File: config.mk
export PLATFORM = sky130hd
export DESIGN_NAME = dispatch_steer
export DESIGN_NICKNAME = d
export VERILOG_FILES = /design/src/rtl/dsu_pkg.sv /design/src/rtl/dsu_slot_decode.sv /design/src/rtl/dsu_scan.sv /design/src/rtl/dsu_counters.sv /design/src/rtl/dispatch_steer.sv
export SDC_FILE = /design/constraint.sdc
export NUM_CORES = 1
export LEC_CHECK = 0
export CAP_MARGIN = 20
export CORE_MARGIN = 2
export CORE_UTILIZATION = 47
export DETAILED_ROUTE_END_ITERATION = 6
export PLACE_DENSITY = 0.89
export SLEW_MARGIN = 20
export SYNTH_ARGS = -nofsm -noshare
export SYNTH_HDL_FRONTEND = slang
export SYNTH_SLANG_ARGS = --single-unit
File: constraint.sdc
create_clock -name clk -period 12.4 [get_ports clk]
set_input_delay 2.48 -clock clk [delete_from_list [all_inputs] [get_ports clk]]
set_output_delay 2.48 -clock clk [all_outputs]
set_load 0.1 [all_outputs]
File: src/rtl/dsu_pkg.sv
package dsu_pkg;

    // Per-slot flag word; bit 0 is the squashed flag.
    typedef struct packed {
        logic executed;
        logic nop;
        logic nonspec;
        logic store;
        logic load;
        logic squashed;
    } slot_flags_t;

    localparam int FLAG_BITS = $bits(slot_flags_t);

    typedef enum logic [2:0] {
        K_DROP  = 3'd0,
        K_LOAD  = 3'd1,
        K_STORE = 3'd2,
        K_NSPEC = 3'd3,
        K_TAIL  = 3'd4,
        K_IQ    = 3'd5
    } kind_e;

    typedef struct packed {
        logic to_iq;
        logic to_lsq;
        logic to_nsq;
        logic can_commit;
        logic issued;
        logic tail_adv;
    } route_t;

    // Fixed priority of the type checks.
    function automatic kind_e classify(slot_flags_t f);
        kind_e k;
        if (f.squashed)              k = K_DROP;
        else if (f.load)             k = K_LOAD;
        else if (f.store)            k = K_STORE;
        else if (f.nonspec)          k = K_NSPEC;
        else if (f.nop || f.executed) k = K_TAIL;
        else                         k = K_IQ;
        return k;
    endfunction

    function automatic route_t route_of(kind_e k);
        route_t r;
        r = '0;
        case (k)
            K_LOAD:  begin r.to_lsq = 1'b1; r.to_iq = 1'b1; end
            K_STORE: begin r.to_lsq = 1'b1; r.to_nsq = 1'b1; r.can_commit = 1'b1; end
            K_NSPEC: r.to_nsq = 1'b1;
            K_TAIL:  begin r.issued = 1'b1; r.can_commit = 1'b1; r.tail_adv = 1'b1; end
            K_IQ:    r.to_iq = 1'b1;
            default: r = '0;
        endcase
        return r;
    endfunction

endpackage

File: src/rtl/dsu_slot_decode.sv
module dsu_slot_decode
    import dsu_pkg::*;
(
    input  slot_flags_t flags,
    output kind_e       kind,
    output route_t      route
);
    always_comb begin
        kind  = classify(flags);
        route = route_of(kind);
    end
endmodule

File: src/rtl/dsu_scan.sv
module dsu_scan
    import dsu_pkg::*;
#(
    parameter int W  = 4,
    parameter int CW = 3,
    parameter int FW = 5
) (
    input  logic [CW-1:0] count,
    input  logic [FW-1:0] free,
    input  kind_e         kinds [W],
    output logic [W-1:0]  routed,
    output logic [W-1:0]  dropped,
    output logic [W-1:0]  held,
    output logic          halt
);
    int   claimed;
    logic stopped;

    // Walk slots in program order; stop at the first one with no entry left.
    always_comb begin
        claimed = 0;
        stopped = 1'b0;
        routed  = '0;
        dropped = '0;
        held    = '0;
        for (int i = 0; i < W; i++) begin
            if (i < int'(count)) begin
                if (stopped) begin
                    held[i] = 1'b1;
                end else if (kinds[i] == K_DROP) begin
                    dropped[i] = 1'b1;
                end else if (claimed >= int'(free)) begin
                    stopped = 1'b1;
                    held[i] = 1'b1;
                end else begin
                    routed[i] = 1'b1;
                    claimed   = claimed + 1;
                end
            end
        end
        halt = stopped;
    end
endmodule

File: src/rtl/dsu_counters.sv
module dsu_counters #(
    parameter int W     = 4,
    parameter int CNT_W = 16
) (
    input  logic             clk,
    input  logic             rst,
    input  logic [W-1:0]     drop_m,
    input  logic             full_ev,
    input  logic [W-1:0]     disp_m,
    input  logic [W-1:0]     load_m,
    input  logic [W-1:0]     store_m,
    input  logic [W-1:0]     nspec_m,
    output logic [CNT_W-1:0] cnt_squashed,
    output logic [CNT_W-1:0] cnt_full,
    output logic [CNT_W-1:0] cnt_dispatched,
    output logic [CNT_W-1:0] cnt_load,
    output logic [CNT_W-1:0] cnt_store,
    output logic [CNT_W-1:0] cnt_nonspec
);
    always_ff @(posedge clk) begin
        if (rst) begin
            cnt_squashed   <= '0;
            cnt_full       <= '0;
            cnt_dispatched <= '0;
            cnt_load       <= '0;
            cnt_store      <= '0;
            cnt_nonspec    <= '0;
        end else begin
            cnt_squashed   <= cnt_squashed   + CNT_W'($countones(drop_m));
            cnt_full       <= cnt_full       + CNT_W'(full_ev);
            cnt_dispatched <= cnt_dispatched + CNT_W'($countones(disp_m));
            cnt_load       <= cnt_load       + CNT_W'($countones(load_m));
            cnt_store      <= cnt_store      + CNT_W'($countones(store_m));
            cnt_nonspec    <= cnt_nonspec    + CNT_W'($countones(nspec_m));
        end
    end
endmodule

File: src/rtl/dispatch_steer.sv
module dispatch_steer
    import dsu_pkg::*;
#(
    parameter int W        = 4,
    parameter int IQ_DEPTH = 16,
    parameter int CNT_W    = 16,
    localparam int CW      = $clog2(W + 1),
    localparam int FW      = $clog2(IQ_DEPTH + 1)
) (
    input  logic                   clk,
    input  logic                   rst,
    input  logic [CW-1:0]          grp_count,
    input  logic [W*FLAG_BITS-1:0] slot_flags,
    input  logic [FW-1:0]          iq_free,
    output logic [W-1:0]           push_iq,
    output logic [W-1:0]           push_lsq,
    output logic [W-1:0]           push_nsq,
    output logic [W-1:0]           can_commit,
    output logic [W-1:0]           mark_issued,
    output logic [W-1:0]           tail_adv,
    output logic                   stall,
    output logic [W-1:0]           replay,
    output logic [CNT_W-1:0]       cnt_squashed,
    output logic [CNT_W-1:0]       cnt_full,
    output logic [CNT_W-1:0]       cnt_dispatched,
    output logic [CNT_W-1:0]       cnt_load,
    output logic [CNT_W-1:0]       cnt_store,
    output logic [CNT_W-1:0]       cnt_nonspec
);
    kind_e        kinds [W];
    route_t       routes [W];
    logic [W-1:0] routed, dropped;
    logic [W-1:0] disp_m, load_m, store_m, nspec_m;

    for (genvar i = 0; i < W; i++) begin : g_slot
        dsu_slot_decode u_dec (
            .flags (slot_flags_t'(slot_flags[i*FLAG_BITS +: FLAG_BITS])),
            .kind  (kinds[i]),
            .route (routes[i])
        );
        assign push_iq[i]     = routed[i] & routes[i].to_iq;
        assign push_lsq[i]    = routed[i] & routes[i].to_lsq;
        assign push_nsq[i]    = routed[i] & routes[i].to_nsq;
        assign can_commit[i]  = routed[i] & routes[i].can_commit;
        assign mark_issued[i] = routed[i] & routes[i].issued;
        assign tail_adv[i]    = routed[i] & routes[i].tail_adv;
        assign load_m[i]      = routed[i] & (kinds[i] == K_LOAD);
        assign store_m[i]     = routed[i] & (kinds[i] == K_STORE);
        assign disp_m[i]      = routed[i] & ((kinds[i] == K_IQ) | (kinds[i] == K_LOAD));
        assign nspec_m[i]     = routed[i] & ((kinds[i] == K_NSPEC) | (kinds[i] == K_STORE));

        AST_ROUTE_EXCL: assert property (@(posedge clk) disable iff (rst)
            $onehot0({push_iq[i], push_nsq[i], tail_adv[i]}));
    end

    dsu_scan #(.W(W), .CW(CW), .FW(FW)) u_scan (
        .count   (grp_count),
        .free    (iq_free),
        .kinds   (kinds),
        .routed  (routed),
        .dropped (dropped),
        .held    (replay),
        .halt    (stall)
    );

    dsu_counters #(.W(W), .CNT_W(CNT_W)) u_cnt (
        .clk            (clk),
        .rst            (rst),
        .drop_m         (dropped),
        .full_ev        (stall),
        .disp_m         (disp_m),
        .load_m         (load_m),
        .store_m        (store_m),
        .nspec_m        (nspec_m),
        .cnt_squashed   (cnt_squashed),
        .cnt_full       (cnt_full),
        .cnt_dispatched (cnt_dispatched),
        .cnt_load       (cnt_load),
        .cnt_store      (cnt_store),
        .cnt_nonspec    (cnt_nonspec)
    );

    AST_CLAIM_BOUND: assert property (@(posedge clk) disable iff (rst)
        $countones(push_iq | push_nsq | tail_adv) <= int'(iq_free));

    AST_IN_GROUP: assert property (@(posedge clk) disable iff (rst)
        ((push_iq | push_lsq | push_nsq | tail_adv | replay) >> grp_count) == '0);

    AST_STALL_REPLAY: assert property (@(posedge clk) disable iff (rst)
        stall == (replay != '0));

    AST_FULL_STEP: assert property (@(posedge clk) disable iff (rst)
        $past(!rst && stall) |-> cnt_full == $past(cnt_full) + CNT_W'(1));

endmodule

Word level (Yosys, flattened, before mapping)
Index checks and enable logic that the tools add are counted.

Logic and storage cells: 224. Output and inout port bits: 125. Register bits: 96. Input port bits: 34.

$add $sub $neg: 23. Muxes and demuxes: 95. Magnitude comparators: 8. Reductions and logical operators: 24. Bitwise gates (word level): 48. Eq/ne operators: 20.

Operator list (count): 32-bit two-way mux (10); 16-bit adder (10); 32-bit by 6-bit greater-or-equal comparator with 1-bit output (3); 1-bit two-way mux (65); 32-bit by 2-bit adder with 32-bit output (second input constant) (2); 3-bit two-way mux (16); 1-bit bitwise AND (40); 2-bit OR reduction (16); 3-bit by 2-bit == test with 1-bit output (second input constant) (8); 3-bit == test (second input constant) (8); 1-bit by 1-bit adder with 2-bit output (10); 16-bit by 1-bit adder with 16-bit output (1); 3-bit by 1-bit == test with 1-bit output (second input constant) (4); 3-bit zero test (4); 2-bit two-way mux (4); 1-bit bitwise OR (8); 1-bit by 3-bit less-than comparator with 1-bit output (first input constant) (2); 2-bit by 3-bit less-than comparator with 1-bit output (first input constant) (2); 1-bit by 5-bit greater-or-equal comparator with 1-bit output (first input constant) (1); 1-bit logical OR (4).

Longest topological paths before layout
Gate-level depths: netlist of the first run.

Depth after elaboration: 28. Depth in mapped cells: 36. Mapped depth without buffers: 33.

Cells and area by module
From an unflattened synthesis of the first run, not the netlist that was laid out.

Cells, all modules: 662. Area, all modules: 5637.9 um^2.

By module, submodules not included: dsu_counters (area each 4504.3 um^2, instances 1, cells an instance 497, seq. area each 1921.8 um^2); dsu_scan (area each 442.9 um^2, instances 1, cells an instance 61, seq. area each 0.0 um^2); dsu_slot_decode (area each 92.6 um^2, instances 4, cells an instance 16, seq. area each 0.0 um^2); dispatch_steer (area each 320.3 um^2, instances 1, cells an instance 40, seq. area each 0.0 um^2).

Worst setup path after synthesis of the first run
No wires, ideal clock.

Path type: input-to-output. From: input port iq_free[4]. To: output port tail_adv[3]. Required time: 9.920 ns. Data arrival time: 10.839 ns. Cell stages on the path: 25. Path buffers: 3. Setup slack: -0.919 ns. Cells stage by stage: or4_4 > nor2_1 > or3_1 > clkbuf_1 > ha_1 > nor2b_1 > or2_2 > ha_1 > o211ai_1 > o22ai_1 > inv_1 > ha_1 > nand2b_1 > a21oi_1 > nor4_1 > or4_4 > buf_8 > xor2_1 > ha_1 > nand2b_1 > a211o_1 > and2_1 > a2111o_2 > nor4_1 > buf_4.

Cells in the longest elaborated chain, start to end: 20. Elaborated cells between the ends (all ways): 33. Classes of those cells: add/sub (2); order compare (4); mux (26); bitwise (1).

RTL lines: start, declared (line dispatch_steer.sv:14) `input logic [FW-1:0] iq_free,`; 1-bit by 5-bit greater-or-equal comparator with 1-bit output (line dsu_scan.sv:32) `end else if (claimed >= int'(free)) begin`; 1-bit two-way mux (line dsu_scan.sv:32); 32-bit two-way mux (line dsu_scan.sv:30) `end else if (kinds[i] == K_DROP) begin`; 32-bit two-way mux (line dsu_scan.sv:27) `if (i < int'(count)) begin`; 32-bit by 2-bit adder with 32-bit output / 32-bit by 6-bit greater-or-equal comparator with 1-bit output (equally long branches) (line dsu_scan.sv:37, dsu_scan.sv:32); 32-bit two-way mux (line dsu_scan.sv:32); 32-bit two-way mux (line dsu_scan.sv:30); 32-bit two-way mux (line dsu_scan.sv:28) `if (stopped) begin`; [... 4 more ...]; 32-bit two-way mux (line dsu_scan.sv:28); 32-bit two-way mux (line dsu_scan.sv:27); 32-bit by 6-bit greater-or-equal comparator with 1-bit output (line dsu_scan.sv:32); 1-bit two-way mux (line dsu_scan.sv:32); 1-bit two-way mux (line dsu_scan.sv:30); 1-bit two-way mux (*) (line dsu_scan.sv:28); 1-bit two-way mux (*) (line dsu_scan.sv:27); 1-bit bitwise AND (*) (line dispatch_steer.sv:46) `assign tail_adv[i] = routed[i] & routes[i].tail_adv;`; end, declared (line dispatch_steer.sv:20) `output logic [W-1:0] tail_adv,`.

Every way passes the cells marked *; elsewhere a longest branch is shown, timed or not.

Worst setup path after layout of the first run
From: input port iq_free[4]. To: output port push_iq[3].

Cells in the longest elaborated chain, start to end: 20. Elaborated cells between the ends (all ways): 33. Classes of those cells: add/sub (2); order compare (4); mux (26); bitwise (1).

RTL lines: 1-bit by 5-bit greater-or-equal comparator with 1-bit output (line dsu_scan.sv:32); 1-bit two-way mux (line dsu_scan.sv:32); 32-bit two-way mux (line dsu_scan.sv:30); 32-bit two-way mux (line dsu_scan.sv:27); 32-bit by 2-bit adder with 32-bit output / 32-bit by 6-bit greater-or-equal comparator with 1-bit output (equally long branches) (line dsu_scan.sv:37, dsu_scan.sv:32); 32-bit two-way mux (line dsu_scan.sv:32); 32-bit two-way mux (line dsu_scan.sv:30); 32-bit two-way mux (line dsu_scan.sv:28); [... 4 more ...]; 32-bit two-way mux (line dsu_scan.sv:28); 32-bit two-way mux (line dsu_scan.sv:27); 32-bit by 6-bit greater-or-equal comparator with 1-bit output (line dsu_scan.sv:32); 1-bit two-way mux (line dsu_scan.sv:32); 1-bit two-way mux (line dsu_scan.sv:30); 1-bit two-way mux (*) (line dsu_scan.sv:28); 1-bit two-way mux (*) (line dsu_scan.sv:27); 1-bit bitwise AND (*) (line dispatch_steer.sv:41) `assign push_iq[i] = routed[i] & routes[i].to_iq;`; end, declared (line dispatch_steer.sv:15) `output logic [W-1:0] push_iq,`.

Marks and branches as above.

==> results.json, run 1 <==
{
  "first_global_vias": 4619,
  "drt_iter0_markers": 209,
  "synth_area_um2": 5190,
  "end_kind": "output port",
  "whs_ns": 0.507,
  "muxShareOfSynthArea": 0.00289,
  "grt.total_usage": 0.232,
  "synth_edf_count": 0,
  "cts_buffers": 9,
  "synth_flop_cell": "dfxtp_1",
  "finalWirelength_mm": 13.7,
  "worst_pin_slew_ns": 1.04,
  "hp-class": "flip-flop to flip-flop",
  "grt_overflow_total": 0,
  "final_antenna_net_count": 0,
  "hp-start": "u_cnt.cnt_nonspec[15]$_SDFF_PP0_",
  "synthXorXnorAreaFrac": 0.122,
  "setup_ws_ns": 1.29,
  "die_x_um": 109,
  "drive_gt1_frac": 0.0415,
  "ys_warn_count": 0,
  "multi_input_area_um2": 2950,
  "timing.final.crit_share": 0.896,
  "worstReg2RegStart": "u_cnt.cnt_nonspec[1]$_SDFF_PP0_",
  "synth_common_cells": "nor2_1, dfxtp_1, inv_1",
  "fmax_mhz": 90.0,
  "register_area_um2": 1920,
  "path_clk_slew_ns": 0.09,
  "synth.ff_latch_count": 96,
  "fin_util": 0.656,
  "die_h_um": 109,
  "antenna_found_initial": 0,
  "htree_levels": 3,
  "synth-compound-area-share": 0.0441,
  "cp_max_fo": 10,
  "max-cap-violations": 0,
  "io_pins": 159,
  "viasPerCell": 5.23,
  "r2r-end": "u_cnt.cnt_nonspec[15]$_SDFF_PP0_",
  "synth_top_family_by_area": "simple AND/OR/NAND/NOR gates",
  "synthArstFlopShare": 0,
  "fin_cells": 912,
  "core-area_um2": 10800,
  "synthTopCellsByArea": "dfxtp_1, nor2_1, xor2_1, ha_1, fa_1",
  "grt_setup_unrepaired": "false",
  "synth_seq_area_share": 0.370,
  "synthAdderAreaFrac": 0.130,
  "skew_ns": 0.00758,
  "synth_area_per_cell_um2": 8.41,
  "synth_top_area_cell": "dfxtp_1",
  "cts-root-buf": "clkbuf_8",
  "dr.pass1.iters": 4,
  "port_buffers": 158,
  "grt_pass1_wl_mm": 21.7,
  "hold_buffers": 0,
  "post-route-drc-count": 0,
  "routabilityCongestion": 0.920,
  "yosysTopAreaCellShare": 0.370,
  "powerDensity_nw_per_um2": 113,
  "drv_slew": 0,
  "clk_latency_ns": 0.36,
  "synth-simple-area-share": 0.268,
  "initial_utilization": 0.481,
  "grt_start_max_net_pins": 97,
  "outcome": "finished, final reports clean",
  "routedWlPerCell_um": 15.0,
  "setup.worst_path.class": "input pin to output port",
  "start_kind": "input pin",
  "cts_sinks": 96,
  "rr_worst_depth": 9,
  "cts_tree": "done",
  "design_area_um2": 7080,
  "min_to": "u_cnt.cnt_nonspec[15]$_SDFF_PP0_",
  "yosys.cell_types.count": 38,
  "postCtsSetupBuffers": 0,
  "p_leak_nw": 2.83,
  "hold_viol_final": 0,
  "ir_drop_mv": 0.0520,
  "clockBufferDepth": 2,
  "hpwl_mm": 10.5,
  "p_total_uw": 798,
  "cts_resized": 0,
  "placed_cell_area_um2": 6840,
  "setup_viol": 0,
  "placed_cells": 896,
  "fin_tns_setup_ns": 0,
  "syn-instance-count": 617,
  "yosysMostFrequentCell": "nor2_1",
  "syn_nets": 696,
  "fp-row-count": 38,
  "die_area_um2": 11900,
  "relSlewSlack": 0.306,
  "period_needed_ns": 11.11,
  "vias": 4773,
  "fillers": 821,
  "area_growth_pct": 36.5,
  "post-place-ws_ns": 1.36,
  "crit_required_ns": 9.92,
  "r2r_setup_slack_ns": 9.96,
  "num_antenna_cells": 0,
  "setup.worst_path.start": "iq_free[4]",
  "critPathArrivalTime_ns": 8.63,
  "whs_path_depth": 2,
  "nets": 846
}
==> how the worst max path moves through the flow <==
stage                             end  slack, ns  cells past startpoint
after floorplan           tail_adv[2]       0.20                     19
after global placement     push_iq[3]       1.53                     24
after detailed placement   push_iq[3]       1.36                     24
after CTS                  push_iq[3]       1.35                     24
final                      push_iq[3]       1.29                     24
after global routing      push_nsq[3]       1.11                     24
==> state kept, by name (all words and copies together) (netlist names) <==
| signal | count |
|---|---|
| u_cnt.cnt_dispatched | 16 |
| u_cnt.cnt_full | 16 |
| u_cnt.cnt_load | 16 |
| u_cnt.cnt_nonspec | 16 |
| u_cnt.cnt_squashed | 16 |
| u_cnt.cnt_store | 16 |
==> layout by cell type (no fill, tap or decap), drive strengths merged, types with 2 or more instances in the layout <==
cell	Yosys	layout
a21o	3	3
a21oi	23	23
and2	2	2
and3	14	14
and4	7	7
buf	8	8
bufinv	0	3
clkbuf	12	9
clkdlybuf4s50	0	151
clkinv	0	3
dfxtp	96	96
fa	15	15
ha	30	30
inv	59	59
nand2	24	24
nand2b	3	3
nand3	32	32
nand3b	2	2
nand4	16	16
nor2	123	123
nor2b	16	16
nor3	18	18
nor3b	3	3
nor4	7	7
nor4b	2	2
o21ai	9	9
or3	10	10
or4	3	3
xnor2	22	22
xor2	50	50
==> layer usage <==
layer | share of wire | global-route usage
met1 | 0.40 | 0.261
met5 | 0 | 0
met2 | 0.49 | 0.400
met3 | 0.063 | 0.0490
met4 | 0.045 | 0.139
==> worst max-delay path: stages <==
cell and delay [ns]:
clkdlybuf4s50_1 0.45, or4_4 0.59, nor2_1 0.13, or3_1 0.28, ha_1 0.17, nor2b_1 0.05
or2_2 0.31, ha_1 0.29, o211ai_1 0.08, o22ai_1 0.29, inv_1 0.09, ha_1 0.27
nand2b_1 0.15, a21oi_1 0.14, nor4_1 0.09, or4_4 0.57, xor2_1 0.18, ha_1 0.27
nand2b_1 0.14, a211o_1 0.31, and2_1 0.15, a2111o_2 0.50, nor3b_1 0.32, buf_4 0.35
==> cells by family after synthesis <==
| family | count (synthesis) |
|---|---|
| AND/OR/NAND/NOR | 284 |
| multiplexers | 1 |
| adder cells (fa/ha/maj) | 45 |
| flip-flops | 96 |
| XOR/XNOR | 72 |
| buffers and inverters | 79 |
| AO/OA/AOI/OAI | 40 |
==> where the power goes <==
group,switching [mW],internal (mW),total (mW)
Clock,0.113,0.134,0.247
Combinational,0.164,0.0607,0.224
Sequential,0.00757,0.319,0.327
Total,0.284,0.514,0.798
==> area by class of cell <==
class	instances	area share
tap	140	0.0247
multi-input combinational	442	0.417
inverter	59	0.0313
clock buffer	9	0.0175
sequential	96	0.271
clock inverter	7	0.0170
timing repair buffer	159	0.222
No activity file was read; power rests on OpenSTA's default activity.
==> run 2, diff against run 1 <==
--- a/config.mk
+++ b/config.mk
@@ -7,9 +7,9 @@
 export LEC_CHECK = 0
 export CAP_MARGIN = 20
 export CORE_MARGIN = 2
-export CORE_UTILIZATION = 47
+export CORE_UTILIZATION = 40
 export DETAILED_ROUTE_END_ITERATION = 6
-export PLACE_DENSITY = 0.89
+export PLACE_DENSITY = 0.79
 export SLEW_MARGIN = 20
 export SYNTH_ARGS = -nofsm -noshare
 export SYNTH_HDL_FRONTEND = slang
==> run 2 against run 1 <==
  * Setup slack worse by 0.028 ns
  * Total power is 2.8% higher
  * First-iteration DRC count is 17% higher
  * Final area is 1.2% higher
  * Clock power is 10% higher
  * Fmax is 0.25% lower
  * Sequential power hardly changed
  * Flip-flop and latch count stayed put
  * Via count is 3.1% lower
  * Combinational power hardly changed
  * Sequential share of layout area is 0.32 points lower
==> results.json, run 2 (synthesis results as in run 1) <==
{
  "whs_ns": 0.499,
  "setup.worst_path.class": "input pin to output port",
  "hp-class": "flip-flop to flip-flop",
  "crit_required_ns": 9.92,
  "finalWirelength_mm": 12.7,
  "final_antenna_net_count": 0,
  "drive_gt1_frac": 0.0389,
  "vias": 4623,
  "cts-root-buf": "clkbuf_16",
  "grt_start_max_net_pins": 97,
  "worst_pin_slew_ns": 1.03,
  "io_pins": 159,
  "post-route-drc-count": 0,
  "cts_sinks": 96,
  "die_area_um2": 13900,
  "cp_max_fo": 10,
  "grt_pass1_wl_mm": 20.9,
  "final_common_cell": "clkdlybuf4s50_1",
  "grt.total_usage": 0.180,
  "max-cap-violations": 0,
  "die_h_um": 118,
  "initial_utilization": 0.411,
  "dr.pass1.iters": 4,
  "num_antenna_cells": 0,
  "end_kind": "output port",
  "viasPerCell": 4.90,
  "timing.final.crit_share": 0.899,
  "hold_viol_final": 0,
  "layout_common_cells": "clkdlybuf4s50_1, nor2_1, dfxtp_1",
  "ir_drop_mv": 0.0824,
  "fp-row-count": 41,
  "clockBufferDepth": 2,
  "routedWlPerCell_um": 13.4,
  "relSlewSlack": 0.312,
  "drt_iter0_markers": 245,
  "grt_overflow_total": 0,
  "first_global_vias": 4299,
  "r2r-end": "u_cnt.cnt_nonspec[15]$_SDFF_PP0_",
  "fillers": 1177,
  "skew_ns": 0.0110,
  "cpPeakStageDelay_ns": 0.58,
  "min_to": "u_cnt.cnt_nonspec[15]$_SDFF_PP0_",
  "postCtsSetupBuffers": 0,
  "r2r_setup_slack_ns": 9.96,
  "hp-start": "u_cnt.cnt_nonspec[15]$_SDFF_PP0_",
  "rr_worst_depth": 9,
  "antenna_found_initial": 0,
  "drv_slew": 0,
  "worstReg2RegStart": "u_cnt.cnt_nonspec[1]$_SDFF_PP0_",
  "core-area_um2": 12600,
  "p_leak_nw": 2.84,
  "crit_top_cell": "ha_1",
  "hpwl_mm": 9.71,
  "hold_buffers": 0,
  "cts_buffers": 9,
  "critPathArrivalTime_ns": 8.66,
  "powerDensity_nw_per_um2": 114,
  "setup_viol": 0,
  "clk_latency_ns": 0.33,
  "fmax_mhz": 89.7,
  "cp_cell_sequence": "clkdlybuf4s50_1, or4_4, nor2_1, or3_1, ha_1, nor2b_1, or2_2, ha_1, o211ai_1, o22ai_1, inv_1, ha_1, nand2b_1, a21oi_1, nor4_1, or4_4, xor2_1, ha_1, nand2b_1, a211o_1, and2_1, a2111o_2, nor3_1, buf_4",
  "cts_resized": 0,
  "area_growth_pct": 38.1,
  "nets": 846,
  "fin_tns_setup_ns": 0,
  "path_clk_slew_ns": 0.06,
  "worst_path_max_delay_cell": "or4_4",
  "port_buffers": 158,
  "period_needed_ns": 11.14,
  "die_x_um": 118,
  "cts_tree": "done",
  "start_kind": "input pin",
  "routabilityCongestion": 0.878,
  "grt_setup_unrepaired": "false",
  "whs_path_depth": 2,
  "htree_levels": 3,
  "outcome": "finished, final reports clean"
}
-- run 2: changes by cell type in the layout (fill, tap and decap cells not counted) --
cell        delta
clkbuf_8       -9
clkbuf_16      +9
clkinv_4       -1
clkbuf_1       +1
bufinv_16      -2
clkinvlp_4     +1
-- run 2: power by group --
group          leakage, nW  internal, mW  switching [mW]
logic                 1.93        0.0601           0.162
registers            0.775         0.319         0.00740
clock network        0.135         0.155           0.116
total                 2.84         0.535           0.285
-- run 2: how the worst max path moves through the flow --
stage                     depth (start not counted)        from           to
after floorplan                                  19  iq_free[4]  tail_adv[2]
after global placement                           22  iq_free[4]    replay[3]
after detailed placement                         24  iq_free[4]  push_nsq[3]
after CTS                                        24  iq_free[4]  push_nsq[3]
after global routing                             24  iq_free[4]  push_nsq[3]
final                                            24  iq_free[4]  push_nsq[3]
-- run 2: per-stage QoR --
stage / instances / utilization / worst slack [ns] / power, mW / cell area, um^2
6_report: 943 / 0.568 / 1.26 / 0.820 / 7160
5_1_grt: 943 / 0.568 / 1.03 / 0.858 / 7160
4_1_cts: 943 / 0.568 / 1.29 / 0.829 / 7160
3_5_place_dp: 928 / 0.545 / 1.30 / 0.557 / 6880
3_3_place_gp: 928 / 0.545 / 1.45 / 0.554 / 6880
2_1_floorplan: 617 / - / 0.200 / 0.497 / 5190
-- run 2: area by class of cell --
| class | count | area (um^2) | share of cell area |
|---|---|---|---|
| multi-input combinational | 442 | 2950 | 0.412 |
| sequential | 96 | 1920 | 0.268 |
| timing repair buffer | 159 | 1570 | 0.219 |
| clock buffer | 10 | 229 | 0.0320 |
| inverter | 59 | 221 | 0.0309 |
| tap | 172 | 215 | 0.0300 |
| clock inverter | 5 | 58.8 | 0.00821 |
-- run 2: critical path, delay by kind of cell --
family / cells / cell delay, ns
adders and majority gates: 4 / 0.99
and+or+nand+nor: 11 / 2.77
AOI/OAI and AO/OA: 5 / 1.32
buffers and inverters: 3 / 0.89
xor gates and xnor gates: 1 / 0.19
-- run 2: metal layers --
layer / vias to the layer above / part of all wire / track usage
li1: 2328 / - / -
met1: 2142 / 0.46 / 0.239
met5: - / 0 / 0
met2: 138 / 0.46 / 0.293
met4: 0 / 0.017 / 0.0565
met3: 15 / 0.062 / 0.0397
